==> src/rtl/sfw_pkg.sv <==
package sfw_pkg;

   // Turn sequencing states
   typedef enum logic [1:0] {
      ST_WAIT   = 2'd0,   // address settling, flags ignored
      ST_SWITCH = 2'd1,   // new address shown, switch strobe low
      ST_CHECK  = 2'd2,   // single flag sample: first write or skip
      ST_BURST  = 2'd3    // remaining words of a long packet
   } sfw_state_e;

   // Which destination the current turn serves
   typedef enum logic {
      SIDE_LONG  = 1'b0,
      SIDE_SHORT = 1'b1
   } sfw_side_e;

endpackage

==> src/rtl/sfw_settle_timer.sv <==
module sfw_settle_timer #(
   parameter int unsigned SETTLE = 3
) (
   input  logic clk,
   input  logic rst_n,
   input  logic clear,
   input  logic run,
   output logic done
);

   localparam int unsigned CW = (SETTLE < 2) ? 1 : $clog2(SETTLE);
   localparam logic [CW-1:0] LAST = CW'(SETTLE - 1);

   logic [CW-1:0] cnt_q;

   always_ff @(posedge clk) begin
      if (!rst_n) begin
         cnt_q <= '0;
      end else if (clear) begin
         cnt_q <= '0;
      end else if (run && !done) begin
         cnt_q <= cnt_q + 1'b1;
      end
   end

   assign done = (cnt_q == LAST);

endmodule

==> src/rtl/sfw_pkt_counter.sv <==
module sfw_pkt_counter #(
   parameter int unsigned MAX_BURST = 8
) (
   input  logic clk,
   input  logic rst_n,
   input  logic clear,
   input  logic wr,
   output logic at_limit
);

   localparam int unsigned CW = $clog2(MAX_BURST);
   localparam logic [CW-1:0] LAST = CW'(MAX_BURST - 1);

   logic [CW-1:0] cnt_q;

   always_ff @(posedge clk) begin
      if (!rst_n) begin
         cnt_q <= '0;
      end else if (clear) begin
         cnt_q <= '0;
      end else if (wr) begin
         cnt_q <= cnt_q + 1'b1;
      end
   end

   assign at_limit = (cnt_q == LAST);

endmodule

==> src/rtl/sfw_src_mux.sv <==
module sfw_src_mux #(
   parameter int unsigned DW = 16,
   parameter int unsigned NL = 2,
   parameter int unsigned SW = (NL < 2) ? 1 : $clog2(NL)
) (
   input  logic [SW-1:0]        sel,
   input  logic                 fire,
   input  logic [NL-1:0][DW-1:0] lane_data,
   input  logic [NL-1:0]        lane_valid,
   output logic [DW-1:0]        data,
   output logic                 valid,
   output logic [NL-1:0]        lane_ready
);

   assign data  = lane_data[sel];
   assign valid = lane_valid[sel];

   for (genvar g = 0; g < NL; g++) begin : g_lane
      assign lane_ready[g] = fire && (sel == SW'(g));
   end

endmodule

==> src/rtl/slvfifo_wr_ctrl.sv <==
module slvfifo_wr_ctrl
   import sfw_pkg::*;
#(
   parameter int unsigned DW         = 16,
   parameter int unsigned AW         = 5,
   parameter int unsigned ADDR_LONG  = 2,
   parameter int unsigned ADDR_SHORT = 6,
   parameter int unsigned SETTLE     = 3,
   parameter int unsigned MAX_BURST  = 8
) (
   input  logic          clk,
   input  logic          rst_n,
   input  logic [DW-1:0] long_data,
   input  logic          long_valid,
   output logic          long_ready,
   input  logic [DW-1:0] short_data,
   input  logic          short_valid,
   output logic          short_ready,
   input  logic          bus_ready,
   input  logic          bus_wmark,
   output logic [AW-1:0] bus_addr,
   output logic [DW-1:0] bus_data,
   output logic          bus_wr_n,
   output logic          bus_pktend_n,
   output logic          bus_epsw_n
);

   localparam int unsigned NL = 2;
   localparam logic [AW-1:0] A_LONG  = AW'(ADDR_LONG);
   localparam logic [AW-1:0] A_SHORT = AW'(ADDR_SHORT);

   // elaboration-time parameter checks
   if (SETTLE < 1) begin : g_bad_settle
      $error("slvfifo_wr_ctrl: SETTLE must be at least 1");
   end
   if (MAX_BURST < 2) begin : g_bad_burst
      $error("slvfifo_wr_ctrl: MAX_BURST must be at least 2");
   end
   if (ADDR_LONG == ADDR_SHORT) begin : g_bad_addr_eq
      $error("slvfifo_wr_ctrl: the two destinations must differ");
   end
   if ((ADDR_LONG >= (1 << AW)) || (ADDR_SHORT >= (1 << AW))) begin : g_bad_addr_w
      $error("slvfifo_wr_ctrl: destination address does not fit AW");
   end

   sfw_state_e state_q, state_d;
   sfw_side_e  side_q, side_d;

   logic          settle_done;
   logic          at_limit;
   logic          fire;
   logic          pkt_last;
   logic          sel_valid;
   logic [DW-1:0] sel_data;
   logic [NL-1:0] lane_ready;
   logic [NL-1:0][DW-1:0] lane_data;
   logic [NL-1:0] lane_valid;

   assign lane_data  = {short_data, long_data};
   assign lane_valid = {short_valid, long_valid};

   sfw_src_mux #(
      .DW (DW),
      .NL (NL)
   ) i_src_mux (
      .sel        (side_q == SIDE_SHORT),
      .fire       (fire),
      .lane_data  (lane_data),
      .lane_valid (lane_valid),
      .data       (sel_data),
      .valid      (sel_valid),
      .lane_ready (lane_ready)
   );

   sfw_settle_timer #(
      .SETTLE (SETTLE)
   ) i_settle (
      .clk   (clk),
      .rst_n (rst_n),
      .clear (state_q == ST_SWITCH),
      .run   (state_q == ST_WAIT),
      .done  (settle_done)
   );

   sfw_pkt_counter #(
      .MAX_BURST (MAX_BURST)
   ) i_pkt_cnt (
      .clk      (clk),
      .rst_n    (rst_n),
      .clear    (state_q == ST_SWITCH),
      .wr       (fire),
      .at_limit (at_limit)
   );

   // a write happens only in a flag-sampling state with ready and data
   assign fire = ((state_q == ST_CHECK) || (state_q == ST_BURST)) && bus_ready && sel_valid;

   // short packets always end on their word; long ones on cap or watermark
   assign pkt_last = (side_q == SIDE_SHORT) || bus_wmark || at_limit;

   always_comb begin
      state_d = state_q;
      side_d  = side_q;
      case (state_q)
         ST_WAIT: begin
            if (settle_done) state_d = ST_CHECK;
         end
         ST_SWITCH: begin
            state_d = ST_WAIT;
         end
         ST_CHECK: begin
            if (!fire || pkt_last) begin
               state_d = ST_SWITCH;
               side_d  = (side_q == SIDE_LONG) ? SIDE_SHORT : SIDE_LONG;
            end else begin
               state_d = ST_BURST;
            end
         end
         ST_BURST: begin
            if (fire && pkt_last) begin
               state_d = ST_SWITCH;
               side_d  = (side_q == SIDE_LONG) ? SIDE_SHORT : SIDE_LONG;
            end
         end
         default: state_d = ST_WAIT;
      endcase
   end

   always_ff @(posedge clk) begin
      if (!rst_n) begin
         state_q <= ST_WAIT;
         side_q  <= SIDE_LONG;
      end else begin
         state_q <= state_d;
         side_q  <= side_d;
      end
   end

   assign bus_addr     = (side_q == SIDE_SHORT) ? A_SHORT : A_LONG;
   assign bus_data     = sel_data;
   assign bus_wr_n     = !fire;
   assign bus_pktend_n = !(fire && pkt_last);
   assign bus_epsw_n   = (state_q != ST_SWITCH);
   assign long_ready   = lane_ready[0];
   assign short_ready  = lane_ready[1];

endmodule

==> config.mk <==
export PLATFORM = sky130hd
export DESIGN_NAME = slvfifo_wr_ctrl
export DESIGN_NICKNAME = d
export VERILOG_FILES = /design/src/rtl/sfw_pkg.sv /design/src/rtl/sfw_settle_timer.sv /design/src/rtl/sfw_pkt_counter.sv /design/src/rtl/sfw_src_mux.sv /design/src/rtl/slvfifo_wr_ctrl.sv
export SDC_FILE = /design/constraint.sdc
export NUM_CORES = 1
export LEC_CHECK = 0
export BUFFER_PORTS_ARGS = -buffer_cell sky130_fd_sc_hd__buf_2
export CORE_MARGIN = 2
export CORE_UTILIZATION = 39
export DETAILED_ROUTE_END_ITERATION = 12
export HOLD_SLACK_MARGIN = 0.15
export PLACE_DENSITY = 0.92
export SYNTH_ARGS = -nofsm -noshare
export SYNTH_HDL_FRONTEND = slang
export SYNTH_SLANG_ARGS = --single-unit
export TNS_END_PERCENT = 5
==> constraint.sdc <==
create_clock -name clk -period 3.7 [get_ports clk]
set_input_delay 0.74 -clock clk [delete_from_list [all_inputs] [get_ports clk]]
set_output_delay 0.74 -clock clk [all_outputs]
set_load 0.005 [all_outputs]
Yosys cells after proc, flatten, opt, wreduce, memory -nomap -nowiden

Cells that the tools add are included.

Add/subtract/negate cells: 2
Order comparisons: 1
Equality and inequality tests: 9
Muxes and demuxes: 13
Bitwise gates (word level): 2
Reduce and logical (&&, ||, !) cells: 18

Operators with widths:

| operator                                                   | count |
|---|---|
| two-way mux 16 bit                                         | 2 |
| case mux 2 bit (4 select lines)                            | 1 |
| == test 2 bit, second input constant                       | 3 |
| logical AND 1 bit                                          | 6 |
| two-way mux 2 bit                                          | 3 |
| != test 2 x 1 -> 1 bit, second input constant              | 3 |
| two-way mux 1 bit                                          | 5 |
| logical OR 1 bit                                           | 4 |
| adder 3 x 1 -> 3 bit, second input constant                | 1 |
| == test 3 bit, second input constant                       | 1 |
| zero test 1 bit                                            | 3 |
| two-way mux 3 bit                                          | 1 |
| AND reduction 3 bit                                        | 1 |
| adder 2 x 1 -> 2 bit, second input constant                | 1 |
| == test 2 x 1 -> 1 bit, second input constant              | 1 |
| zero test 2 bit                                            | 1 |
| less-than comparator 1 x 2 -> 1 bit, second input constant | 1 |
| != test 2 bit, second input constant                       | 1 |
| inverter 1 bit                                             | 2 |
| case mux 1 bit (2 select lines)                            | 1 |
| AND reduction 2 bit                                        | 1 |
| nonzero test 2 bit                                         | 1 |
| OR reduction 2 bit                                         | 1 |

Flip-flop bits (word level): 8
Input port bits: 38
Output and inout bits: 26
Logic and storage cells: 49

Depth between registers and ports, before layout

Gate-level depths: netlist of run 1.

Depth after elaboration: 8
Gate-level depth with buffers: 5

Modules after synthesis

A second synthesis of run 1 with hierarchy kept.

Cells, all modules: 72
Area total of the unflattened synthesis: 737.0 um2

By module, submodules not included:

| module           | instances | cells each | area each (um2) | seq. area each (um2) |
|---|---|---|---|---|
| sfw_src_mux      | 1         | 21         | 269.0           | 0.0 |
| slvfifo_wr_ctrl  | 1         | 29         | 229.0           | 60.1 |
| sfw_pkt_counter  | 1         | 12         | 131.4           | 60.1 |
| sfw_settle_timer | 1         | 10         | 107.6           | 40.0 |

Worst setup path after synthesis of run 1

OpenSTA, ideal clock, no wires.

Path type: input to output
From: in short_valid
To: out long_ready
Arrival: 1.164 ns
Path slack: 1.796 ns
Stages: 3
Path buffers: 0
Path through: mux2_2 nand2_1 nor2_1

Longest elaborated chain between the ends: 4

Ends and longest elaborated chain:

| what                                                 | line                  | text |
|---|---|---|
| start, declared                                      | slvfifo_wr_ctrl.sv:17 | `input logic short_valid,` |
| two-way mux 1 bit (implied by the code) (2 in a row) | sfw_src_mux.sv:16     | `assign valid = lane_valid[sel];` |
| logical AND 1 bit                                    | slvfifo_wr_ctrl.sv:96 | `assign fire = ((state_q == ST_CHECK) \|\| (state_q == ST_BURST)) && bus_ready && sel_valid;` |
| logical AND 1 bit                                    | sfw_src_mux.sv:19     | `assign lane_ready[g] = fire && (sel == SW'(g));` |
| end, declared                                        | slvfifo_wr_ctrl.sv:15 | `output logic long_ready,` |

Every way passes these cells. The select of a mux whose other input is x is not followed.

Worst setup path in the final report of run 1

From: reg side_q
To: out long_ready

Longest elaborated chain between the ends: 4

Ends and longest elaborated chain:

| what                                                 | line                   | text |
|---|---|---|
| start, declared                                      | slvfifo_wr_ctrl.sv:47  | `sfw_side_e side_q, side_d;` |
| start signal, assigned                               | slvfifo_wr_ctrl.sv:135 | `side_q <= side_d;` |
| two-way mux 1 bit (implied by the code) (2 in a row) | sfw_src_mux.sv:16      |  |
| logical AND 1 bit                                    | slvfifo_wr_ctrl.sv:96  |  |
| logical AND 1 bit (*)                                | sfw_src_mux.sv:19      |  |

Every way passes the cells marked *; elsewhere a longest branch is shown, timed or not. The select of a mux whose other input is x is not followed.

==> flow_metrics.tcl, run 1 <==
set metrics [dict create \
    fin_crit_sh_pct 67.54 \
    io_pins 64 \
    clock_sinks 8 \
    cp_data_required_time_ps 2960 \
    drive_above_1_share_pct 59.12 \
    ys_types 27 \
    grt_usage_pct 21.34 \
    leakagePower_nw 0.5102 \
    cts_max_path_buffers 2 \
    crit_path_end_kind "output port" \
    path_class "reg -> out" \
    synth_edf_count 0 \
    fp.dieH_um 46.24 \
    start_util_pct 40.73 \
    detail_route.first_pass.iterations 4 \
    vias_per_cell 4.907 \
    post-cts-setup-buffers 0 \
    fmax_ghz 0.4002 \
    synth_area_sq_um 695.7 \
    synth_top_family_by_area "multiplexers" \
    num_antenna_cells 0 \
    clockPowerShare_pct 17.9 \
    dr_total_vias 795 \
    ys_ff_latch 8 \
    cp.arrival_ps 1760 \
    cp_max_fo 13 \
    synth-seq-area-share_pct 23.02 \
    power_mw 0.3590 \
    ys.flop_type "dfxtp_1" \
    hold_viol_final 0 \
    cts_buffers 3 \
    setup_tns_ps 0 \
    coreArea_sq_mm 0.001708 \
    status "finished clean" \
    hpwlAfterDp_mm 1.767 \
    synthAdderAreaFrac_pct 5.396 \
    ctsResizeCount 0 \
    start_kind "flop" \
    htreeDepth 1 \
    clkLatencyLatePin_ps 250 \
    finish.utilization_pct 58.97 \
    syn_inst 80 \
    p_comb_share_pct 47.7 \
    post_drt_wl_per_cell_um 12.56 \
    initialDrtViolationCount 23 \
    nFillCells 155 \
    postRouteAntennaNets 0 \
    final_cell_mix "buf_2, mux2_2, dfxtp_1" \
    routed_wl_mm 2.034 \
    num_rows 15 \
    switching_share_pct 32.91 \
    synth.avg_cell_area_sq_um 8.696 \
    p_int_mw 0.2408 \
    grt_pass1_wl_mm 3.270 \
    report.final.slew_viol_count 0 \
    ir_worst_vdd_mv 0.2619 \
    clk_pin_slew_ps 50 \
    cap_viol_max_count 0 \
    portBuffers 59 \
    rsz0062_at_grt "false" \
    clock_skew_ps 0.4933 \
    setup_violations 0 \
    powerDensity_mw_per_mm2 356.4 \
    grt_max_degree 14 \
    hp-class "reg -> reg" \
    cts_tree "done" \
    cts_root_buf "clkbuf_4" \
    ys_warn_count 0 \
    gp_congestion 0.7623 \
    min_period_ps 2499 \
    yosys-mux-area-fraction_pct 28.96 \
    final_common_cell "buf_2" \
    area_growth_pct 44.78 \
    synth_compound_area_share_pct 15.83 \
    final_nets 180 \
    synth-simple-area-share_pct 17.63 \
    async_reset_ff_share_pct 0 \
    drcViolationCount 0 \
    die_x_um 46.24 \
    seqPwrFrac_pct 34.4 \
    grt_pass1_vias 754 \
    synthXorXnorAreaFrac_pct 0 \
    switchingPower_mw 0.1182 \
    antenna_found_initial 0 \
    die_area_sq_mm 0.002138 \
    postCtsHoldBufs 0 \
    grt_overflow_total 0 \
]
flip-flops by register name, indices dropped and copies added (netlist names):
register / cells
i_pkt_cnt.cnt_q: 3
state_q: 2
i_settle.cnt_q: 2
side_q: 1
cell type report:
class,count,area (sq um),area share (%)
multi-input cells,65,486.7,48.32
well taps,25,31.28,3.106
flip-flops and latches,8,160.2,15.90
repair buffers,60,302.8,30.06
clock buffers,3,22.52,2.236
inverters,1,3.754,0.3727
cell families (layout without fill, tap and decap cells):
logic type                 count (synthesis)  after routing
and+or+nand+nor                           23             23
AOI/OAI and AO/OA                         17             17
other                                      2              4
DFF                                        8              8
adders and majority gates                  3              3
muxes                                     18             18
buffers and inverters                      9             64
critical path: stages (launching register included):
cell     delay [ps]
dfxtp_1         560
buf_4           280
mux2_2          390
nand2_1         100
nor2_1           40
buf_2           120
Yosys cell counts (all sizes together) (2+ instances only):
cell type | count | area share [%]
a21boi | 3 | 3.2
a21oi | 4 | 2.9
and2 | 3 | 2.7
buf | 8 | 7.6
conb | 2 | 1.1
dfxtp | 8 | 23
ha | 3 | 5.4
mux2 | 17 | 28
nand2 | 6 | 3.2
nand3 | 3 | 2.2
nor2 | 2 | 1.1
nor2b | 2 | 1.8
o21ai | 5 | 3.6
or3 | 2 | 1.8
layer usage:
metal	share of wire [%]	track usage [%]	vias to the layer above
met4	0	1.714	0
met3	7.9	6.667	0
met2	54	40.28	35
met1	38	23.94	363
met5	0	0	-
li1	-	-	397
final timing paths:
| path | startpoint | end | slack [ps] | cells after the start |
|---|---|---|---|---|
| hold reg to reg | i_pkt_cnt.cnt_q[1] | i_pkt_cnt.cnt_q[1] | 490 | 2 |
| hold / removal | i_pkt_cnt.cnt_q[1] | i_pkt_cnt.cnt_q[1] | 490 | 2 |
| setup reg to reg | side_q | side_q | 1940 | 4 |
| setup / recovery | side_q | long_ready | 1200 | 5 |
per-stage QoR:
stage	cell area (sq um)	setup WS (ps)	hold WS, ps	instances
CTS	1007	1191	487.6	162
global placement	984.7	1514	467.4	159
finish	1007	1201	485.9	162
global route	1007	1052	507.8	162
detailed placement	984.7	1468	480.3	159
floorplan	703.2	1796	456.4	82
power by group through the flow:
| stage | Clock [mW] | Combinational (mW) | Sequential [mW] |
|---|---|---|---|
| floorplan | 0 | 0.121 | 0.115 |
| global placement | 0 | 0.163 | 0.124 |
| detailed placement | 0 | 0.172 | 0.125 |
| CTS | 0.0671 | 0.172 | 0.123 |
| global route | 0.0707 | 0.189 | 0.127 |
| finish | 0.0643 | 0.171 | 0.123 |
Note: power is estimated with default switching activity, not from simulation.
==> inputs of run 2 (changes only) <==
Settings changed: CORE_UTILIZATION 39 to 36, PLACE_DENSITY 0.92 to 0.86.
Clock period 3.7 ns to 2.6 ns, I/O delays scaled along.
==> flow_metrics.tcl, run 2 (synthesized netlist as in run 1, its figures left out) <==
set metrics [dict create \
    status "finished clean" \
    final_cell_mix "buf_2, mux2_2, dfxtp_1" \
    postCtsHoldBufs 0 \
    worst_hold_path.endpoint "i_pkt_cnt.cnt_q[2]" \
    cts_root_buf "clkbuf_4" \
    nFillCells 173 \
    clock_skew_ps 0.8898 \
    dp_cells 159 \
    ctsResizeCount 0 \
    grt_pass1_vias 756 \
    instances_no_fill 162 \
    area_growth_pct 44.78 \
    min_path_cells 2 \
    r2r_start "i_settle.cnt_q[0]" \
    r2r_end "i_settle.cnt_q[1]" \
    cap_viol_max_count 0 \
    final_common_cell "buf_2" \
    cts_max_path_buffers 2 \
    start_util_pct 39.43 \
    die_x_um 47.96 \
    final_nets 180 \
    num_antenna_cells 0 \
    hp-class "reg -> reg" \
    hold_viol_final 0 \
    clkLatencyLatePin_ps 250 \
    grt_usage_pct 19.32 \
    hold_start "i_pkt_cnt.cnt_q[2]" \
    drive_above_1_share_pct 59.12 \
    path_class "reg -> out" \
    regMostFlops "i_pkt_cnt.cnt_q" \
    postRouteAntennaNets 0 \
    portBuffers 59 \
    drcViolationCount 0 \
    detail_route.first_pass.iterations 4 \
    cp_data_required_time_ps 2080 \
    cp_max_fo 16 \
    largestRegisters "i_pkt_cnt.cnt_q (3), i_settle.cnt_q (2), state_q (2)" \
    grt_pass1_wl_mm 3.077 \
    report.final.slew_viol_count 0 \
    coreArea_sq_mm 0.001764 \
    start_kind "flop" \
    powerDensity_mw_per_mm2 507.5 \
    fp.dieH_um 47.96 \
    r2r_setup_slack_ps 1200 \
    reg2reg_depth 4 \
    cts_buffers 3 \
    post-cts-setup-buffers 0 \
    setup_violations 0 \
    fmax_ghz 0.4865 \
    fin_crit_sh_pct 79.06 \
    clk_pin_slew_ps 50 \
    largest_reg_flops 3 \
    die_area_sq_mm 0.002300 \
    io_pins 64 \
    htreeDepth 1 \
    routed_wl_mm 1.884 \
    finish.utilization_pct 57.09 \
    cts_tree "done" \
    rsz0062_at_grt "false" \
    power_mw 0.5112 \
    hpwlAfterDp_mm 1.640 \
    initialDrtViolationCount 9 \
    clock_sinks 8 \
    grt_max_degree 17 \
    ir_worst_vdd_mv 0.2865 \
    vias_per_cell 4.821 \
    dr_total_vias 781 \
    crit_path_end_kind "output port" \
    post_drt_wl_per_cell_um 11.63 \
    min_period_ps 2055 \
    gp_congestion 0.7425 \
    antenna_found_initial 0 \
    cp.arrival_ps 1540 \
    leakagePower_nw 0.5102 \
    setup_tns_ps 0 \
    grt_overflow_total 0 \
    num_rows 15 \
]
run 2: cell counts in the layout (fill, tap and decap cells not counted):
No cell type changed its count.
run 2: layer usage:
layer  up-vias  GRT usage [%]  routed length, um
met2        35          34.67               1018
met3         4          6.415                129
met5         -              0                  0
met4         0          7.027                 26
met1       346          20.89                709
li1        396              -                  -
run 2: worst max-delay path: stages, from the launching register on:
cell     delay, ps
dfxtp_1        510
buf_4          280
mux2_2         360
buf_2          130
run 2: metrics by stage:
stage                     worst slack, ps  cell area (sq um)  hold WS, ps
after global routing                468.1               1007        511.4
after CTS                           526.8               1007        494.7
after floorplan                      1080              703.2        456.4
after detailed placement            810.0              984.7        486.9
final                               544.5               1007        487.1
after global placement              863.5              984.7        466.9
run 2: area by class of cell:
cell class	count	area [sq um]	share of cell area, %
Clock buffer	3	22.52	2.236
Inverter	1	3.754	0.3727
Sequential cell	8	160.2	15.90
Timing Repair Buffer	60	302.8	30.06
Tap cell	25	31.28	3.106
Multi-Input combinational cell	65	486.7	48.32
run 2: how the worst max path moves through the flow:
stage	startpoint	endpoint	slack, ps	cells past startpoint
6_report	side_q	bus_data[5]	540	3
5_1_grt	side_q	bus_data[5]	470	3
4_1_cts	side_q	bus_data[5]	530	3
3_5_place_dp	side_q	bus_data[5]	810	3
3_3_place_gp	side_q	bus_data[0]	860	3
2_1_floorplan	i_pkt_cnt.cnt_q[0]	bus_pktend_n	1080	3
run 2: report_power, final:
part           internal (mW)  leakage (nW)  switching (mW)
clock network         0.0528        0.0138          0.0413
logic                  0.145         0.431          0.0995
registers              0.146        0.0651          0.0271
